===== src/rtl/hold_ctl_pkg.sv =====
package hold_ctl_pkg;
  typedef enum logic [1:0] {
    ST_IDLE    = 2'd0,
    ST_WAIT_L1 = 2'd1,
    ST_READOUT = 2'd2
  } hold_state_t;
endpackage


===== src/rtl/hold_window_timer.sv =====
module hold_window_timer #(
  parameter int WIN_CYCLES = 120
) (
  input  logic clk,
  input  logic rst_n,
  input  logic run,
  output logic expire
);
  localparam int CW = (WIN_CYCLES > 2) ? $clog2(WIN_CYCLES) : 1;
  localparam logic [CW-1:0] LAST = CW'(WIN_CYCLES - 1);

  logic [CW-1:0] cnt_q, cnt_d;
  logic          cnt_en;

  assign expire = run && (cnt_q == LAST);
  assign cnt_en = run || (cnt_q != '0);

  always_comb begin
    if (run && !expire) cnt_d = cnt_q + CW'(1);
    else                cnt_d = '0;
  end

  always_ff @(posedge clk or negedge rst_n) begin
    if (!rst_n)      cnt_q <= '0;
    else if (cnt_en) cnt_q <= cnt_d;
  end


  count_range_chk: assert property (@(posedge clk) disable iff (!rst_n)
    cnt_q <= LAST);


  idle_count_clear_chk: assert property (@(posedge clk) disable iff (!rst_n)
    !run |=> cnt_q == '0);
endmodule


===== src/rtl/hold_fsm.sv =====
module hold_fsm
  import hold_ctl_pkg::*;
(
  input  logic        clk,
  input  logic        rst_n,
  input  logic        pretrigger,
  input  logic        level1,
  input  logic        readout_done,
  input  logic        expire,
  output hold_state_t state,
  output logic        hold,
  output logic        readout_start
);
  hold_state_t state_d;
  logic        start_d;

  always_comb begin
    state_d = state;
    start_d = 1'b0;
    unique case (state)
      ST_IDLE: begin
        if (pretrigger) state_d = ST_WAIT_L1;
      end
      ST_WAIT_L1: begin
        if (level1) begin
          state_d = ST_READOUT;
          start_d = 1'b1;
        end else if (expire) begin
          state_d = ST_IDLE;
        end
      end
      ST_READOUT: begin
        if (readout_done) state_d = ST_IDLE;
      end
      default: state_d = ST_IDLE;
    endcase
  end

  always_ff @(posedge clk or negedge rst_n) begin
    if (!rst_n) begin
      state         <= ST_IDLE;
      hold          <= 1'b0;
      readout_start <= 1'b0;
    end else begin
      state         <= state_d;
      hold          <= (state_d != ST_IDLE);
      readout_start <= start_d;
    end
  end


  arm_on_pretrigger_chk: assert property (@(posedge clk) disable iff (!rst_n)
    (state == ST_IDLE && pretrigger) |=> hold);


  idle_stays_idle_chk: assert property (@(posedge clk) disable iff (!rst_n)
    (state == ST_IDLE && !pretrigger) |=> !hold);


  start_single_pulse_chk: assert property (@(posedge clk) disable iff (!rst_n)
    readout_start |=> !readout_start);


  release_after_done_chk: assert property (@(posedge clk) disable iff (!rst_n)
    (state == ST_READOUT && readout_done) |=> !hold);


  readout_ignores_pretrig_chk: assert property (@(posedge clk) disable iff (!rst_n)
    (state == ST_READOUT && !readout_done) |=> (hold && !readout_start));
endmodule


===== src/rtl/hold_gate_ctrl.sv =====
module hold_gate_ctrl
  import hold_ctl_pkg::*;
#(
  parameter int WIN_CYCLES = 120
) (
  input  logic clk,
  input  logic rst_n,
  input  logic pretrigger,
  input  logic level1,
  input  logic readout_done,
  output logic hold,
  output logic readout_start,
  output logic busy
);
  hold_state_t state;
  logic        expire;
  logic        in_wait;

  assign in_wait = (state == ST_WAIT_L1);
  assign busy    = (state != ST_IDLE);

  hold_window_timer #(.WIN_CYCLES(WIN_CYCLES)) u_timer (
    .clk    (clk),
    .rst_n  (rst_n),
    .run    (in_wait),
    .expire (expire)
  );

  hold_fsm u_fsm (
    .clk           (clk),
    .rst_n         (rst_n),
    .pretrigger    (pretrigger),
    .level1        (level1),
    .readout_done  (readout_done),
    .expire        (expire),
    .state         (state),
    .hold          (hold),
    .readout_start (readout_start)
  );

  initial begin

    win_param_chk: assert (WIN_CYCLES >= 2);
  end


  hold_busy_match_chk: assert property (@(posedge clk) disable iff (!rst_n)
    hold == busy);
endmodule


===== config.mk =====
export PLATFORM = sky130hd
export DESIGN_NAME = hold_gate_ctrl
export DESIGN_NICKNAME = d
export VERILOG_FILES = /design/src/rtl/hold_ctl_pkg.sv /design/src/rtl/hold_window_timer.sv /design/src/rtl/hold_fsm.sv /design/src/rtl/hold_gate_ctrl.sv
export SDC_FILE = /design/constraint.sdc
export NUM_CORES = 1
export LEC_CHECK = 0
export ABC_AREA = 1
export BUFFER_PORTS_ARGS = -buffer_cell sky130_fd_sc_hd__buf_2
export CELL_PAD_IN_SITES_DETAIL_PLACEMENT = 0
export CELL_PAD_IN_SITES_GLOBAL_PLACEMENT = 1
export CORE_MARGIN = 2
export CORE_UTILIZATION = 34
export DETAILED_ROUTE_END_ITERATION = 8
export PLACE_DENSITY = 0.78
export RECOVER_POWER = 25
export SETUP_SLACK_MARGIN = 0.15
export SYNTH_ARGS = -nofsm -noshare
export SYNTH_HDL_FRONTEND = slang
export SYNTH_HIERARCHICAL = 1
export SYNTH_SLANG_ARGS = --single-unit

===== constraint.sdc =====
create_clock -name clk -period 1.2 [get_ports clk]
set_clock_uncertainty 0.05 [all_clocks]
set_input_delay 0.12 -clock clk [delete_from_list [all_inputs] [get_ports clk]]
set_output_delay 0.12 -clock clk [all_outputs]
set_load 0.01 [all_outputs]

Yosys cells after proc, flatten, opt, wreduce, memory -nomap -nowiden
Index checks and enable logic that the tools add are counted.
{"block": "totals", "reg_bits": 11, "input_bits": 5}
{"block": "classes", "n_addsub": 1, "eq_ne": 3, "mux": 8, "reduce_logical": 8}
{"op": "2-bit two-way mux", "n": 4}
{"op": "7-bit by 1-bit adder with 7-bit output, second input constant", "n": 1}
{"op": "7-bit == test, second input constant", "n": 1}
{"op": "7-bit two-way mux", "n": 1}
{"op": "7-bit nonzero test", "n": 1}
{"op": "2-bit one-hot mux with 3 select lines", "n": 1}
{"op": "2-bit nonzero test", "n": 2}
{"op": "2-bit by 1-bit == test with 1-bit output, second input constant", "n": 1}
{"op": "2-bit == test, second input constant", "n": 1}
{"op": "1-bit logical AND", "n": 2}
{"op": "2-bit zero test", "n": 1}
{"op": "1-bit two-way mux", "n": 2}
{"op": "1-bit zero test", "n": 1}
{"op": "1-bit logical OR", "n": 1}

Longest topological paths before layout
Gate-level depths: netlist of run 1.
{"block": "logic_depth", "word_depth": 6, "ltp_mapped": 8}

By module
Netlist of run 1, hierarchy kept.
{"mod": "hold_window_timer", "instances": 1, "cells_each": 54, "area_each_um2": 405.4}
{"mod": "hold_fsm", "instances": 1, "cells_each": 17, "area_each_um2": 158.9}
{"mod": "hold_gate_ctrl", "instances": 1, "cells_each": 4, "area_each_um2": 15.0}

Worst setup path after synthesis of run 1
Ideal clock, no wire load.
{"block": "synth_timing", "path_type": "reg-to-reg", "from": "register u_timer.cnt_q[1]", "to": "register u_fsm.hold", "setup_time_ps": 117, "arrival_time_ps": 1113, "required_ps": 1033, "slack_ps": -80, "path_stages_with_launch": 9, "path_buffers": 0, "path_cell_list": "dfrtp_1 > ha_1 > nand2_1 > nor2_1 > nand2_1 > nor2_1 > o21ai_0 > nand2_1 > nand2_1"}
{"block": "synth_via", "elab_chain_cells": 6}
{"item": "start, declared", "line_no": "hold_window_timer.sv:12", "rtl": "logic [CW-1:0] cnt_q, cnt_d;"}
{"item": "start signal, assigned", "line_no": "hold_window_timer.sv:25", "rtl": "else if (cnt_en) cnt_q <= cnt_d;"}
{"item": "7-bit == test", "line_no": "hold_window_timer.sv:15", "rtl": "assign expire = run && (cnt_q == LAST);"}
{"item": "1-bit logical AND", "line_no": "hold_window_timer.sv:15"}
{"item": "named net expire", "line_no": "hold_gate_ctrl.sv:16", "rtl": "logic expire;"}
{"item": "2-bit two-way mux", "line_no": "hold_fsm.sv:28", "rtl": "end else if (expire) begin"}
{"item": "2-bit two-way mux", "line_no": "hold_fsm.sv:25", "rtl": "if (level1) begin"}
{"item": "2-bit one-hot mux with 3 select lines", "line_no": "hold_fsm.sv:20", "rtl": "unique case (state)"}
{"item": "2-bit nonzero test", "line_no": "hold_fsm.sv:46", "rtl": "hold <= (state_d != ST_IDLE);"}
{"item": "end signal, assigned", "line_no": "hold_fsm.sv:46"}
{"item": "end, declared", "line_no": "hold_fsm.sv:11", "rtl": "output logic hold,"}
The timed path passes the listed nets, and every way through them passes these cells.
A chain may end at the register's enable or synchronous reset.

Final worst setup path of run 1
{"block": "layout_timing", "from": "register u_timer.cnt_q[0]", "to": "register u_fsm.hold"}
Same word-level chain as after synthesis.

==> impl_metrics.py, run 1 <==
metrics = {
    "worst_setup_path": {
        "critPathKind": "flop to flop",
        "r2r_slack_ps": -30,
        "worstPathRequired_ps": 1300,
        "critPathArrivalTime_ps": 1330,
        "r2r-end": "u_fsm/hold$_DFF_PN0_",
        "r2r-start": "u_timer/cnt_q[0]$_DFFE_PN0P_",
        "cp_slowest_stage_delay_ps": 360,
        "crit_top_cell": "nand2_1",
        "worstSetupEndpointType": "flop",
        "reg2regPathDepth": 8,
        "cp_max_fo": 2,
        "start_kind": "flop",
        "crit_slowest_cell": "dfrtp_1",
        "path_cells": "ha_2, nand2_2, nor2_2, nand2_1, nor2_1, o21ai_1, nand2_1, nand2_1",
        "cp-startpoint": "u_timer/cnt_q[0]$_DFFE_PN0P_",
        "endpoint": "u_fsm/hold$_DFF_PN0_",
    },
    "final_layout": {
        "final_cell_mix": "nand2_1, buf_4, inv_1, nor2_1, dfrtp_1",
        "fin_nets": 109,
        "fin_area_sq_um": 796,
        "antennaDiodeCount": 0,
        "area_delta_synth_final_pct": 37.4,
        "utilization": 0.510,
        "fillerInstances": 150,
        "final_common_cell": "nand2_1",
        "layout-drive-gt1-share": 0.356,
    },
    "power_and_ir_drop": {
        "total_power_uw": 1490,
        "pwr_density_cell_mw_per_mm2": 1870,
        "p_leak_uw": 0.000419,
        "irDropWorstVdd_mv": 1.13,
    },
    "floorplan": {
        "fp.dieW_um": 45.3,
        "start_util": 0.372,
        "fp-row-count": 14,
        "dieArea_sq_mm": 0.00205,
        "core_sq_mm": 0.00156,
        "die_y_um": 45.3,
        "io_pins": 8,
    },
    "detailed_routing": {
        "first_pass_iters": 4,
        "drc_errors": 0,
        "via_count": 536,
        "final_antenna_net_count": 0,
        "drt_wl_total_um": 1230,
        "drt_iter0_drc": 15,
        "via_per_inst": 4.58,
        "wl_per_cell_um": 10.5,
    },
    "clock_network": {
        "clkLatencyLatePin_ps": 260,
        "cts_root_buffer": "clkbuf_4",
        "cts_max_level": 1,
        "numClockSinks": 11,
        "cts_tree": "done",
        "cts_made_buffers": 3,
        "cts_max_path_buffers": 2,
        "path_clk_slew_ps": 70,
    },
    "hold_path": {
        "min_path_cells": 4,
        "hp-class": "primary input to flop",
    },
    "placed_design": {
        "hpwl_um": 889,
        "gp_congestion": 0.779,
        "portBuffers": 7,
        "postPlaceCellArea_sq_um": 712,
    },
    "sta": {
        "tightest_slew_ps": 579,
        "slew_headroom": 0.614,
        "fmax_mhz": 812,
        "layout_setup_ws_ps": -31.6,
        "fin_crit_ps": 1230,
        "fin_crit_sh": 1.03,
        "finalMaxSlewViolations": 0,
        "hold_viol": 0,
        "finalSetupViolations": 6,
        "fin_setup_tns_ps": -81.6,
        "grt_setup_unrepaired": "yes",
        "fin_hold_ws_ps": 67.7,
    },
    "global_routing": {
        "grt_pass1_vias": 541,
        "grt_pass1_wl_um": 2270,
        "grt_overflow": 0,
        "groute.usage.overall": 0.159,
        "antenna_found_initial": 0,
        "grt_max_degree": 12,
    },
    "status": {
        "run_status": "finished with violations",
        "violations": "negative setup slack",
    },
    "synth": {
        "synthTopCellsByArea": "dfrtp_1, nand2_1, nor2_1",
        "synth-seq-cells": 11,
        "synth_area_leader_cell": "dfrtp_1",
        "synthesis.area_sq_um": 579,
        "avgSynthCellArea_sq_um": 7.72,
        "synth_top_area_frac": 0.475,
        "seq_area_frac_synth": 0.475,
        "synth_nets": 82,
        "syn_inst": 75,
        "ys_warn_count": 6,
        "synth.distinct_cells": 14,
    },
    "run": {
        "drv_cap": 0,
    },
}
per-stage QoR:
| stage | cells | worst slack (ps) |
|---|---|---|
| finish | 117 | -31.6 |
| global route | 117 | -151 |
| CTS | 115 | -51.7 |
| detailed placement | 108 | -77.3 |
| global placement | 108 | -51.6 |
| floorplan | 75 | -65.2 |
synthesized netlist by cell type:
cell type / instances
dfrtp_1: 11
xnor2_1: 1
nand2_1: 15
xor2_1: 2
o21bai_1: 2
nand2_2: 2
inv_1: 13
inv_2: 1
nand3_1: 8
nand3_2: 1
ha_1: 2
o21ai_0: 1
nor2_1: 15
nor3_1: 1
report_power, final:
part	total (uW)	switching (uW)	internal, uW
Sequential	514	49.0	465
Clock	246	117	128
Combinational	730	396	334
logic make-up (layout without fill, tap and decap cells):
group | Yosys count | count (layout) | share of synthesized area
adder cells (fa/ha/maj) | 2 | 2 | 0.0432
AND/OR/NAND/NOR | 42 | 42 | 0.311
buffers and inverters | 14 | 40 | 0.0907
XOR/XNOR | 3 | 3 | 0.0454
AO/OA/AOI/OAI | 3 | 3 | 0.0345
flip-flops | 11 | 11 | 0.475
area by class of cell:
class / instances / area (sq um) / area share
Inverter: 14 / 52.6 / 0.0660
Clock buffer: 4 / 26.3 / 0.0330
Multi-Input combinational cell: 50 / 269 / 0.338
Timing Repair Buffer: 22 / 153 / 0.192
Sequential cell: 11 / 275 / 0.346
Tap cell: 16 / 20.0 / 0.0252
routing by layer:
metal,GRT usage,wire length [um],vias up
li1,-,-,281
met1,0.222,632,242
met2,0.226,547,11
met3,0.0240,33,2
met4,0.106,17,0
met5,0,0,-
critical path: cells and delay by family (launching register included):
family	cells	cell delay (ps)
flip-flops	1	360
adder cells (fa/ha/maj)	1	190
AND/OR/NAND/NOR	6	450
AO/OA/AOI/OAI	1	60
registers in the layout, indices dropped and copies added (netlist names):
register and flops:
u_timer/cnt_q 7, u_fsm/readout_start 1, u_fsm/hold 1, u_fsm/state 2
worst min-delay path by stage:
stage / from / to / slack (ps)
final: readout_done / u_fsm/state[1]$_DFF_PN0_ / 70
after CTS: readout_done / u_fsm/state[1]$_DFF_PN0_ / 60
after detailed placement: rst_n / u_timer/cnt_q[4]$_DFFE_PN0P_ / -50
after global routing: level1 / u_fsm/readout_start$_DFF_PN0_ / 80
after global placement: rst_n / u_timer/cnt_q[5]$_DFFE_PN0P_ / -50
after floorplan: rst_n / u_fsm/hold$_DFF_PN0_ / -230
timing repair:
item                                   in CTS  in global routing
hold buffers                                1                  0
pin swaps                                   2                 12
setup endpoints to repair                  10                 10
setup buffers                               2                  2
gates resized for setup                     5                  4
endpoints found under the hold margin      11                  0
No activity file was read; power rests on OpenSTA's default activity.
==> run 2: changes to the inputs <==
Settings changed: CAP_MARGIN set to 30, GPL_TIMING_DRIVEN set to 0.
==> run 2 against run 1 <==
The flow still finishes with violations (negative setup slack); via count grew 0.37%; worst setup slack got worse by 110 ps; first-iteration DRC count down 27%; combinational power shrank 7.4%; non-clock buffer count down 5; final cell count down 4.3%; fmax down 8.0%; sequential share of layout area is 1.2 points higher; critical path depth decreased by 2; count of clock-buffer cells in the layout did not move; sequential cell count did not move; core utilization is 1.7 points lower.
==> impl_metrics.py, run 2 (synthesized netlist as in run 1, its figures left out) <==
metrics = {
    "status": {
        "run_status": "finished with violations",
        "violations": "negative setup slack",
    },
    "sta": {
        "fmax_mhz": 747,
        "fin_crit_sh": 1.12,
        "hold_viol": 0,
        "slew_headroom": 0.613,
        "fin_crit_ps": 1340,
        "fin_setup_tns_ps": -626,
        "grt_setup_unrepaired": "yes",
        "finalSetupViolations": 9,
        "tightest_slew_ps": 581,
        "finalMaxSlewViolations": 0,
        "layout_setup_ws_ps": -139,
    },
    "worst_setup_path": {
        "worst-path-stages": 6,
        "critPathKind": "flop to flop",
        "cp_max_fo": 2,
        "critPathTopFamily": "flip-flops",
        "start_kind": "flop",
        "worstSetupEndpointType": "flop",
        "crit_top_cell": "buf_4",
        "critPathArrivalTime_ps": 1450,
        "reg2regPathDepth": 6,
        "worstPathRequired_ps": 1310,
        "crit_buf_inv": 2,
        "r2r-start": "u_timer/cnt_q[1]$_DFFE_PN0P_",
        "r2r-end": "u_timer/cnt_q[4]$_DFFE_PN0P_",
        "path_cells": "ha_4, buf_4, buf_4, nand3_1, xor2_1, nor2_1",
        "cp_slowest_stage_delay_ps": 410,
        "crit_slowest_cell": "dfrtp_1",
        "cp-startpoint": "u_timer/cnt_q[1]$_DFFE_PN0P_",
        "endpoint": "u_timer/cnt_q[4]$_DFFE_PN0P_",
        "r2r_slack_ps": -140,
    },
    "detailed_routing": {
        "final_antenna_net_count": 0,
        "drt_wl_total_um": 1250,
        "via_count": 538,
        "first_pass_iters": 4,
        "wl_per_cell_um": 11.2,
        "drt_iter0_drc": 11,
        "via_per_inst": 4.80,
        "drc_errors": 0,
    },
    "floorplan": {
        "start_util": 0.372,
        "core_sq_mm": 0.00156,
        "fp-row-count": 14,
        "fp.dieW_um": 45.3,
        "dieArea_sq_mm": 0.00205,
        "io_pins": 8,
        "die_y_um": 45.3,
    },
    "global_routing": {
        "groute.usage.overall": 0.154,
        "grt_pass1_vias": 503,
        "grt_max_degree": 12,
        "grt_overflow": 0,
        "antenna_found_initial": 0,
        "grt_pass1_wl_um": 2140,
    },
    "clock_network": {
        "numClockSinks": 11,
        "cts_made_buffers": 3,
        "cts_root_buffer": "clkbuf_4",
        "cts_tree": "done",
        "cts_max_level": 1,
        "clkLatencyLatePin_ps": 270,
        "cts_max_path_buffers": 2,
        "path_clk_slew_ps": 70,
    },
    "final_layout": {
        "largest_register_ffs": 7,
        "antennaDiodeCount": 0,
        "final_cell_mix": "nand2_1, nor2_1, inv_1, dfrtp_1, buf_4",
        "area_delta_synth_final_pct": 32.8,
        "final_common_cell": "nand2_1",
        "fin_nets": 104,
        "reg.largest.list": "u_timer/cnt_q x7, u_fsm/state x2",
        "fillerInstances": 146,
        "regMostFlops": "u_timer/cnt_q",
        "layout-drive-gt1-share": 0.302,
    },
    "placed_design": {
        "gp_congestion": 0.720,
        "portBuffers": 7,
        "hpwl_um": 763,
    },
    "power_and_ir_drop": {
        "total_power_uw": 1460,
        "pwr-share-comb": 0.463,
        "pwr-share-clk": 0.169,
        "switching_share": 0.396,
        "power.net_switching_uw": 578,
        "p_seq_frac": 0.368,
        "pwr_density_cell_mw_per_mm2": 1890,
        "irDropWorstVdd_mv": 1.29,
        "p_int_uw": 880,
        "p_leak_uw": 0.000398,
    },
    "run": {
        "drv_cap": 0,
    },
    "hold_path": {
        "hp-class": "primary input to flop",
    },
}
## run 2: cell types whose count changed in the layout (fill, tap and decap cells not counted), sizes merged
| cell | previous run | this run |
|---|---|---|
| buf | 20 | 15 |
## run 2: per-layer routing
| layer | wire [um] | vias to the layer above | global-route usage | part of all wire |
|---|---|---|---|---|
| met5 | 0 | - | 0 | 0 |
| met2 | 600 | 9 | 0.223 | 0.48 |
| met3 | 28 | 4 | 0.0240 | 0.022 |
| li1 | - | 271 | - | - |
| met1 | 585 | 254 | 0.204 | 0.47 |
| met4 | 34 | 0 | 0.124 | 0.027 |
## run 2: what timing repair did
action | 4_1_cts | 5_1_grt
hold buffers | 1 | 0
resized for setup | 6 | 3
setup endpoints to repair | 10 | 10
hold endpoints to repair | 11 | 0
pin swaps | 6 | 7
setup buffers | 8 | 1
## run 2: area by class of cell
| cell class | count | area [sq um] | area share |
|---|---|---|---|
| Multi-Input combinational cell | 50 | 282 | 0.366 |
| Sequential cell | 11 | 275 | 0.358 |
| Timing Repair Buffer | 17 | 111 | 0.145 |
| Inverter | 14 | 55.1 | 0.0715 |
| Clock buffer | 4 | 26.3 | 0.0341 |
| Tap cell | 16 | 20.0 | 0.0260 |
## run 2: power groups by stage
stage	registers [uW]	clock network, uW	logic (uW)
CTS	525	260	626
global route	548	275	764
floorplan	559	0	317
finish	536	246	676
detailed placement	560	0	455
global placement	558	0	446
## run 2: how the worst min path moves through the flow
stage,startpoint,end,slack (ps),cells after the start
after detailed placement,rst_n,u_timer/cnt_q[6]$_DFFE_PN0P_,-50,1
after global routing,level1,u_fsm/readout_start$_DFF_PN0_,70,3
final,level1,u_fsm/readout_start$_DFF_PN0_,70,3
after floorplan,rst_n,u_fsm/hold$_DFF_PN0_,-230,0
after global placement,rst_n,u_timer/cnt_q[6]$_DFFE_PN0P_,-50,1
after CTS,readout_done,u_fsm/state[1]$_DFF_PN0_,50,4
## run 2: worst register-to-register path, cell delays in order (launching register included)
cell,delay (ps)
dfrtp_1,410
ha_4,180
buf_4,120
buf_4,130
nand3_1,110
xor2_1,170
nor2_1,60
## run 2: through the flow
stage               hold WS [ps]  cell area, sq um  utilization  setup WS (ps)  instances
floorplan                   -226               582            -          -65.2         75
detailed placement         -52.9               637        0.409           -204         98
global route                73.2               769        0.494           -185        112
CTS                         54.0               746        0.478          -92.1        111
finish                      70.7               769        0.494           -139        112
global placement           -52.1               637        0.409           -211         98
